File: src/rtl/lrd_pkg.sv
package lrd_pkg;

    typedef enum logic [1:0] {
        ATTR_FWD_A = 2'd0,
        ATTR_RO    = 2'd1,
        ATTR_FWD_B = 2'd2,
        ATTR_RW    = 2'd3
    } attr_e;

    typedef enum logic [1:0] {
        RGN_LOW   = 2'd0,
        RGN_VIDEO = 2'd1,
        RGN_SEG16 = 2'd2,
        RGN_TOP64 = 2'd3
    } region_e;

endpackage

File: src/rtl/lrd_cfg_regs.sv
module lrd_cfg_regs #(
    parameter int              ADDR_W       = 8,
    parameter logic [7:0]      ATTR_BASE    = 8'h59,
    parameter int              ATTR_BYTES   = 7,
    parameter logic [7:0]      SMRAM_OFS    = 8'h72,
    parameter logic [7:0]      SMRAM_RST    = 8'h02,
    parameter int              OPEN_BIT     = 6,
    parameter int              SMM_EN_BIT   = 3,
    parameter int              TOP_LSB      = 4,
    localparam int             NSEG         = 2 * (ATTR_BYTES - 1)
) (
    input  logic                    clk,
    input  logic                    rst_n,
    input  logic                    cfg_wr_en,
    input  logic [ADDR_W-1:0]       cfg_wr_addr,
    input  logic [7:0]              cfg_wr_data,
    output logic [1:0]              top_code,
    output logic [NSEG-1:0][1:0]    seg_code,
    output logic                    smm_open,
    output logic                    smm_en
);

    localparam logic [ADDR_W-1:0] TOP_OFS = ADDR_W'(ATTR_BASE);
    localparam logic [ADDR_W-1:0] SMR_OFS = ADDR_W'(SMRAM_OFS);

    logic unused_data_bits;
    assign unused_data_bits = ^{cfg_wr_data[7], cfg_wr_data[2]};

    always_ff @(posedge clk or negedge rst_n) begin
        if (!rst_n) begin
            top_code <= '0;
        end else if (cfg_wr_en && cfg_wr_addr == TOP_OFS) begin
            top_code <= cfg_wr_data[TOP_LSB +: 2];
        end
    end

    for (genvar i = 0; i < NSEG; i++) begin : g_seg
        localparam logic [ADDR_W-1:0] SEG_OFS = ADDR_W'(ATTR_BASE + 1 + i / 2);
        localparam int                SEG_LSB = (i % 2) * 4;
        always_ff @(posedge clk or negedge rst_n) begin
            if (!rst_n) begin
                seg_code[i] <= '0;
            end else if (cfg_wr_en && cfg_wr_addr == SEG_OFS) begin
                seg_code[i] <= cfg_wr_data[SEG_LSB +: 2];
            end
        end
    end

    always_ff @(posedge clk or negedge rst_n) begin
        if (!rst_n) begin
            smm_open <= SMRAM_RST[OPEN_BIT];
            smm_en   <= SMRAM_RST[SMM_EN_BIT];
        end else if (cfg_wr_en && cfg_wr_addr == SMR_OFS) begin
            smm_open <= cfg_wr_data[OPEN_BIT];
            smm_en   <= cfg_wr_data[SMM_EN_BIT];
        end
    end

    // writes outside the attribute range and the control byte leave every field alone
    p_foreign_write_r9: assert property (@(posedge clk) disable iff (!rst_n)
        (cfg_wr_en && cfg_wr_addr != SMR_OFS &&
         (cfg_wr_addr < TOP_OFS || cfg_wr_addr >= ADDR_W'(ATTR_BASE + ATTR_BYTES)))
        |=> ($stable(top_code) && $stable(seg_code) && $stable(smm_open) && $stable(smm_en)));

    // a control byte write is visible in the next cycle
    p_smram_capture_r10: assert property (@(posedge clk) disable iff (!rst_n)
        (cfg_wr_en && cfg_wr_addr == SMR_OFS)
        |=> (smm_open == $past(cfg_wr_data[OPEN_BIT]) && smm_en == $past(cfg_wr_data[SMM_EN_BIT])));

    // the top segment field follows bits 5:4 of its byte
    p_top_capture_r6: assert property (@(posedge clk) disable iff (!rst_n)
        (cfg_wr_en && cfg_wr_addr == TOP_OFS)
        |=> (top_code == $past(cfg_wr_data[TOP_LSB +: 2])));

endmodule

File: src/rtl/lrd_seg_lookup.sv
module lrd_seg_lookup
    import lrd_pkg::*;
#(
    parameter int  NSEG = 12,
    localparam int SLOTS = 16
) (
    input  logic [5:0]            blk,
    input  logic [1:0]            top_code,
    input  logic [NSEG-1:0][1:0]  seg_code,
    output region_e               region,
    output attr_e                 code
);

    // 16 KB block numbers of the region boundaries
    localparam logic [2:0] VIDEO_HI3 = 3'b101;   // 0xA0000 >> 17
    localparam logic [3:0] TOP_HI4   = 4'hF;     // 0xF0000 >> 16
    localparam logic [5:0] SEG_BASE  = 6'h30;    // 0xC0000 >> 14

    logic [SLOTS-1:0][1:0] slot_code;
    logic [3:0]            seg_idx;

    for (genvar i = 0; i < SLOTS; i++) begin : g_slot
        if (i < NSEG) begin : g_used
            assign slot_code[i] = seg_code[i];
        end else begin : g_spare
            assign slot_code[i] = 2'b00;
        end
    end

    assign seg_idx = 4'(blk - SEG_BASE);

    always_comb begin
        region = RGN_LOW;
        code   = ATTR_FWD_A;
        if (blk[5:3] < VIDEO_HI3) begin
            region = RGN_LOW;
        end else if (blk[5:3] == VIDEO_HI3) begin
            region = RGN_VIDEO;
        end else if (blk[5:2] == TOP_HI4) begin
            region = RGN_TOP64;
            code   = attr_e'(top_code);
        end else begin
            region = RGN_SEG16;
            code   = attr_e'(slot_code[seg_idx]);
        end
    end

endmodule

File: src/rtl/legacy_region_decoder.sv
module legacy_region_decoder
    import lrd_pkg::*;
#(
    parameter int         ADDR_W     = 8,
    parameter logic [7:0] ATTR_BASE  = 8'h59,
    parameter int         ATTR_BYTES = 7,
    parameter logic [7:0] SMRAM_OFS  = 8'h72,
    parameter logic [7:0] SMRAM_RST  = 8'h02
) (
    input  logic              clk,
    input  logic              rst_n,
    input  logic              cfg_wr_en,
    input  logic [ADDR_W-1:0] cfg_wr_addr,
    input  logic [7:0]        cfg_wr_data,
    input  logic              smm_active,
    input  logic [19:0]       acc_addr,
    input  logic              acc_write,
    output logic              to_dram,
    output logic              read_only
);

    localparam int NSEG = 2 * (ATTR_BYTES - 1);

    logic [1:0]           top_code;
    logic [NSEG-1:0][1:0] seg_code;
    logic                 smm_open;
    logic                 smm_en;
    region_e              region;
    attr_e                code;

    logic unused_addr_bits;
    assign unused_addr_bits = ^acc_addr[13:0];

    lrd_cfg_regs #(
        .ADDR_W     (ADDR_W),
        .ATTR_BASE  (ATTR_BASE),
        .ATTR_BYTES (ATTR_BYTES),
        .SMRAM_OFS  (SMRAM_OFS),
        .SMRAM_RST  (SMRAM_RST)
    ) i_cfg (
        .clk         (clk),
        .rst_n       (rst_n),
        .cfg_wr_en   (cfg_wr_en),
        .cfg_wr_addr (cfg_wr_addr),
        .cfg_wr_data (cfg_wr_data),
        .top_code    (top_code),
        .seg_code    (seg_code),
        .smm_open    (smm_open),
        .smm_en      (smm_en)
    );

    lrd_seg_lookup #(
        .NSEG (NSEG)
    ) i_lookup (
        .blk      (acc_addr[19:14]),
        .top_code (top_code),
        .seg_code (seg_code),
        .region   (region),
        .code     (code)
    );

    always_comb begin
        to_dram   = 1'b0;
        read_only = 1'b0;
        unique case (region)
            RGN_LOW: begin
                to_dram = 1'b1;
            end
            RGN_VIDEO: begin
                to_dram = smm_open | (smm_en & smm_active);
            end
            RGN_SEG16, RGN_TOP64: begin
                unique case (code)
                    ATTR_RW: to_dram = 1'b1;
                    ATTR_RO: begin
                        to_dram   = ~acc_write;
                        read_only = 1'b1;
                    end
                    default: to_dram = 1'b0;
                endcase
            end
            default: to_dram = 1'b0;
        endcase
    end

    // conventional memory below the legacy area is always DRAM
    p_low_dram_r2: assert property (@(posedge clk) disable iff (!rst_n)
        (acc_addr < 20'hA0000) |-> (to_dram && !read_only));

    // a write into a read-only segment never reaches DRAM
    p_ro_write_fwd_r4: assert property (@(posedge clk) disable iff (!rst_n)
        (read_only && acc_write) |-> !to_dram);

    // the video window is never reported read-only
    p_video_not_ro_r8: assert property (@(posedge clk) disable iff (!rst_n)
        (acc_addr[19:17] == 3'b101) |-> !read_only);

    // with the window closed and no SMM qualifier, video accesses are forwarded
    p_video_closed_r8: assert property (@(posedge clk) disable iff (!rst_n)
        (acc_addr[19:17] == 3'b101 && !smm_open && !smm_active) |-> !to_dram);

endmodule

File: config.mk
export PLATFORM = sky130hd
export DESIGN_NAME = legacy_region_decoder
export DESIGN_NICKNAME = d
export VERILOG_FILES = /design/src/rtl/lrd_pkg.sv /design/src/rtl/lrd_cfg_regs.sv /design/src/rtl/lrd_seg_lookup.sv /design/src/rtl/legacy_region_decoder.sv
export SDC_FILE = /design/constraint.sdc
export NUM_CORES = 1
export LEC_CHECK = 0
export CAP_MARGIN = 25
export CORE_UTILIZATION = 45
export CTS_BUF_LIST = sky130_fd_sc_hd__clkbuf_4 sky130_fd_sc_hd__clkbuf_8
export DETAILED_ROUTE_END_ITERATION = 16
export DONT_BUFFER_PORTS = 1
export GPL_TIMING_DRIVEN = 0
export SYNTH_ARGS = -nofsm -noshare
export SYNTH_HDL_FRONTEND = slang
export SYNTH_HIERARCHICAL = 1
export SYNTH_SLANG_ARGS = --single-unit
File: constraint.sdc
create_clock -name clk -period 1.8 [get_ports clk]
set_input_delay 0.36 -clock clk [delete_from_list [all_inputs] [get_ports clk]]
set_output_delay 0.36 -clock clk [all_outputs]
set_load 0.05 [all_outputs]
==> impl_results.md <==
- Outcome: finished with violations
- Failing checks: setup timing
- Die height: 59.7 um
- Sequential Area: 701 um^2
- Sink Count: 28
- Core Util, Final: 53.1%
- Ys flop type: dfrtp_1
- # IOs: 43
- Area of placed instances: 1580 um^2
- Clk buf depth: 2
- Final Hold Viols: 0
- Max incr delay on CP: 0.38 ns
- Internal power: 851 uW
- GP Congestion: 0.741
- Fin crit period: 2.22 ns
- Largest net degree at the start of global routing: 29
- Worst slew pin tran: 1.05 ns
- Post-synthesis compound-gate area fraction: 7.86%
- Crit path buf inv count: 0
- TritonCTS clock tree: yes
- Xor-xnor portion of the synthesized cell area: 0%
- Final total power: 1.12 mW
- Antenna violations before repair: 0
- TritonCTS buffer count: 3
- Delay-heaviest family, CP: compound AO/OA/AOI/OAI gates
- Sw Pwr: 268 uW
- Vias in the first global route: 1037
- DIE AREA: 3560 um^2
- Starting density of the core: 48.2%
- Part of the power in registers: 60.1%
- Fill cell count: 298
- Die X: 59.7 um
- First-pass DRT Iterations: 4
- H-tree levels: 1
- Post-Synth Adder-Cell Area: 0%
- Synthesized Nets: 158
- Fin nets: 166
- Critical Path Sink Type: output pin
- Max-slew headroom: 29.4%
- Layout cells sized above 1: 34.7%
- Gate power share: 11.8%
- Syn avg cell area: 12.8 um^2
- Critical Path RT: 1.44 ns
- Critical path startpoint category: flip-flop
- YS warnings: 6
- Routed len/inst: 17.6 um
- Setup Viol. Count Final: 2
- Unrepaired setup endpoints after global routing: yes
- Flops & latches, synth: 28
- Setup CP Type: reg2out
- Max_cap viols: 0
- Post-synthesis sequential area ratio: 46.8%
- Routed WL: 2.96 mm
- Total congestion overflow: 0
- Peak VDD IR: 0.000300 V
- Cell Rows: 20
- Max Fclk: 451 MHz
- Pwr dens: 679 nW/um^2
- Area growth syn-to-layout: 10.2%
- Proportion of synthesized area in mux cells: 29.1%
- Post-Synth Simple-Gate Area: 13.2%
- Clock skew: 0 ns
- Sw Share: 23.9%
- Hold slack: 0.157 ns
- Routed vias/inst: 5.82
- Critical path cell sequence: mux2i_1 -> and3_1 -> a2111oi_4 -> o21a_1 -> o21ai_2 -> a21oi_4
- DPL Wire Length: 2.19 mm
- WP data arrival: 1.86 ns
- First-pass GRT wire length: 4.73 mm
- Diodes inserted: 0
- Slowest CP cell: dfrtp_1
- Cells after synthesis: 117
- IO buf count: 0
- 1st-iter DRT viols: 34
- Post-DRT Antenna Nets: 0
- Main combinational cell family by area after synthesis: multiplexers
- Area of the core: 3100 um^2
- Library cells used by synthesis: 36
- Post-cts sizing count: 0
- Via Count: 977
- Clk pwr share: 28.0%
- EDFF count, synth: 0
- Leakage Power: 0.752 nW
- Clk pin slew, worst setup/hold paths: 0.15 ns
- Mapped cell area: 1500 um^2
- Remaining DRCs: 0
- Hold WC Path Type: in2reg
- Final worst slack: -0.419 ns
- CTS root buffer: clkbuf_4
- Fin crit share: 123%
- Global Route Usage Sum: 18.8%
- Post-synth ARST share: 100%
- Final instance area: 1650 um^2
- Critical path fanouts, max: 2
- Worst-skew pair later-pin latency: 0.34 ns
- Multi-input gate area: 767 um^2
- Max Slew Vio Count: 0
## sequential cells by signal (all words and copies together), names as in the netlist
signal / cells
i_cfg/top_code: 2
i_cfg/smm_open: 1
i_cfg/seg_code: 24
i_cfg/smm_en: 1
## power by group through the flow
stage / Clock, mW / Sequential (mW) / Combinational, mW
floorplan: 0 / 0.681 / 0.0984
global placement: 0 / 0.684 / 0.109
detailed placement: 0 / 0.686 / 0.112
CTS: 0.331 / 0.673 / 0.132
global route: 0.350 / 0.677 / 0.144
finish: 0.314 / 0.673 / 0.133
## path summary, 6_finish.rpt
kind	from	to	slack, ns	cells after the start
max	i_cfg/seg_code[14]$_DFFE_PN0P_	to_dram	-0.42	6
min	cfg_wr_data[4]	i_cfg/seg_code[14]$_DFFE_PN0P_	0.16	1
max reg2reg	i_cfg/seg_code[14]$_DFFE_PN0P_	i_cfg/seg_code[14]$_DFFE_PN0P_	0.92	2
min reg2reg	i_cfg/seg_code[21]$_DFFE_PN0P_	i_cfg/seg_code[21]$_DFFE_PN0P_	0.52	1
max in group asynchronous	rst_n	i_cfg/seg_code[19]$_DFFE_PN0P_	1.18	2
min in group asynchronous	rst_n	i_cfg/seg_code[14]$_DFFE_PN0P_	0.46	2
## cell families (layout without fill, tap and decap cells)
| kind of cell | Yosys count | after routing |
|---|---|---|
| muxes | 40 | 40 |
| DFF | 28 | 28 |
| AOI/OAI and AO/OA | 13 | 13 |
| buffers and inverters | 9 | 16 |
| and+or+nand+nor | 27 | 27 |
## Yosys cell counts, drive strengths merged, types with 2 or more instances
cell type	n	area [um^2]
nand4	2	12.5
inv	3	11.3
buf	2	18.8
nor4	2	12.5
a2111oi	2	42.5
or4	4	30.0
clkbuf	3	11.3
a21oi	3	15.0
mux2	28	315
mux2i	12	120
dfrtp	28	701
nand3	4	20.0
nand3b	3	22.5
## final cells by class
type | count | share of cell area [%]
multi-input cells | 80 | 46.5
flip-flops and latches | 28 | 42.5
well taps | 44 | 3.34
repair buffers | 3 | 2.28
plain buffers | 5 | 2.28
clock buffers | 4 | 2.20
inverters | 4 | 0.910
## placed cells by master (no fill, tap or decap), types with 2 or more instances in the layout
cell type / netlist / routed
inv_1: 3 / 3
nand4_1: 2 / 2
nor4_1: 2 / 2
mux2i_1: 12 / 12
dfrtp_1: 28 / 28
clkbuf_4: 0 / 3
nand3b_1: 3 / 3
nand3_1: 4 / 4
a21oi_1: 3 / 2
mux2_2: 28 / 28
clkbuf_1: 3 / 3
or4_1: 4 / 4
## stage by stage
| step | setup slack (ns) | TNS, ns | std cells |
|---|---|---|---|
| 2_1_floorplan | -0.196 | -0.339 | 117 |
| 3_3_place_gp | -0.299 | -1.73 | 161 |
| 3_5_place_dp | -0.287 | -2.20 | 161 |
| 4_1_cts | -0.457 | -0.835 | 167 |
| 5_1_grt | -0.535 | -1.01 | 168 |
| 6_report | -0.419 | -0.778 | 168 |
## repair_timing
item / CTS / global route
setup buffers: 0 / 1
pin swaps: 3 / 1
endpoints found under the hold margin: 28 / 0
hold buffers: 2 / 0
setup endpoints to repair: 2 / 2
gates cloned: 0 / 0
## layer usage
layer | up-vias | track usage, % | wire [um]
met5 | - | 0 | 0
met4 | 0 | 7.97 | 47
met3 | 5 | 2.60 | 175
met2 | 29 | 30.8 | 1390
met1 | 483 | 24.9 | 1350
li1 | 460 | - | -
(Power assumes the default switching activity.)
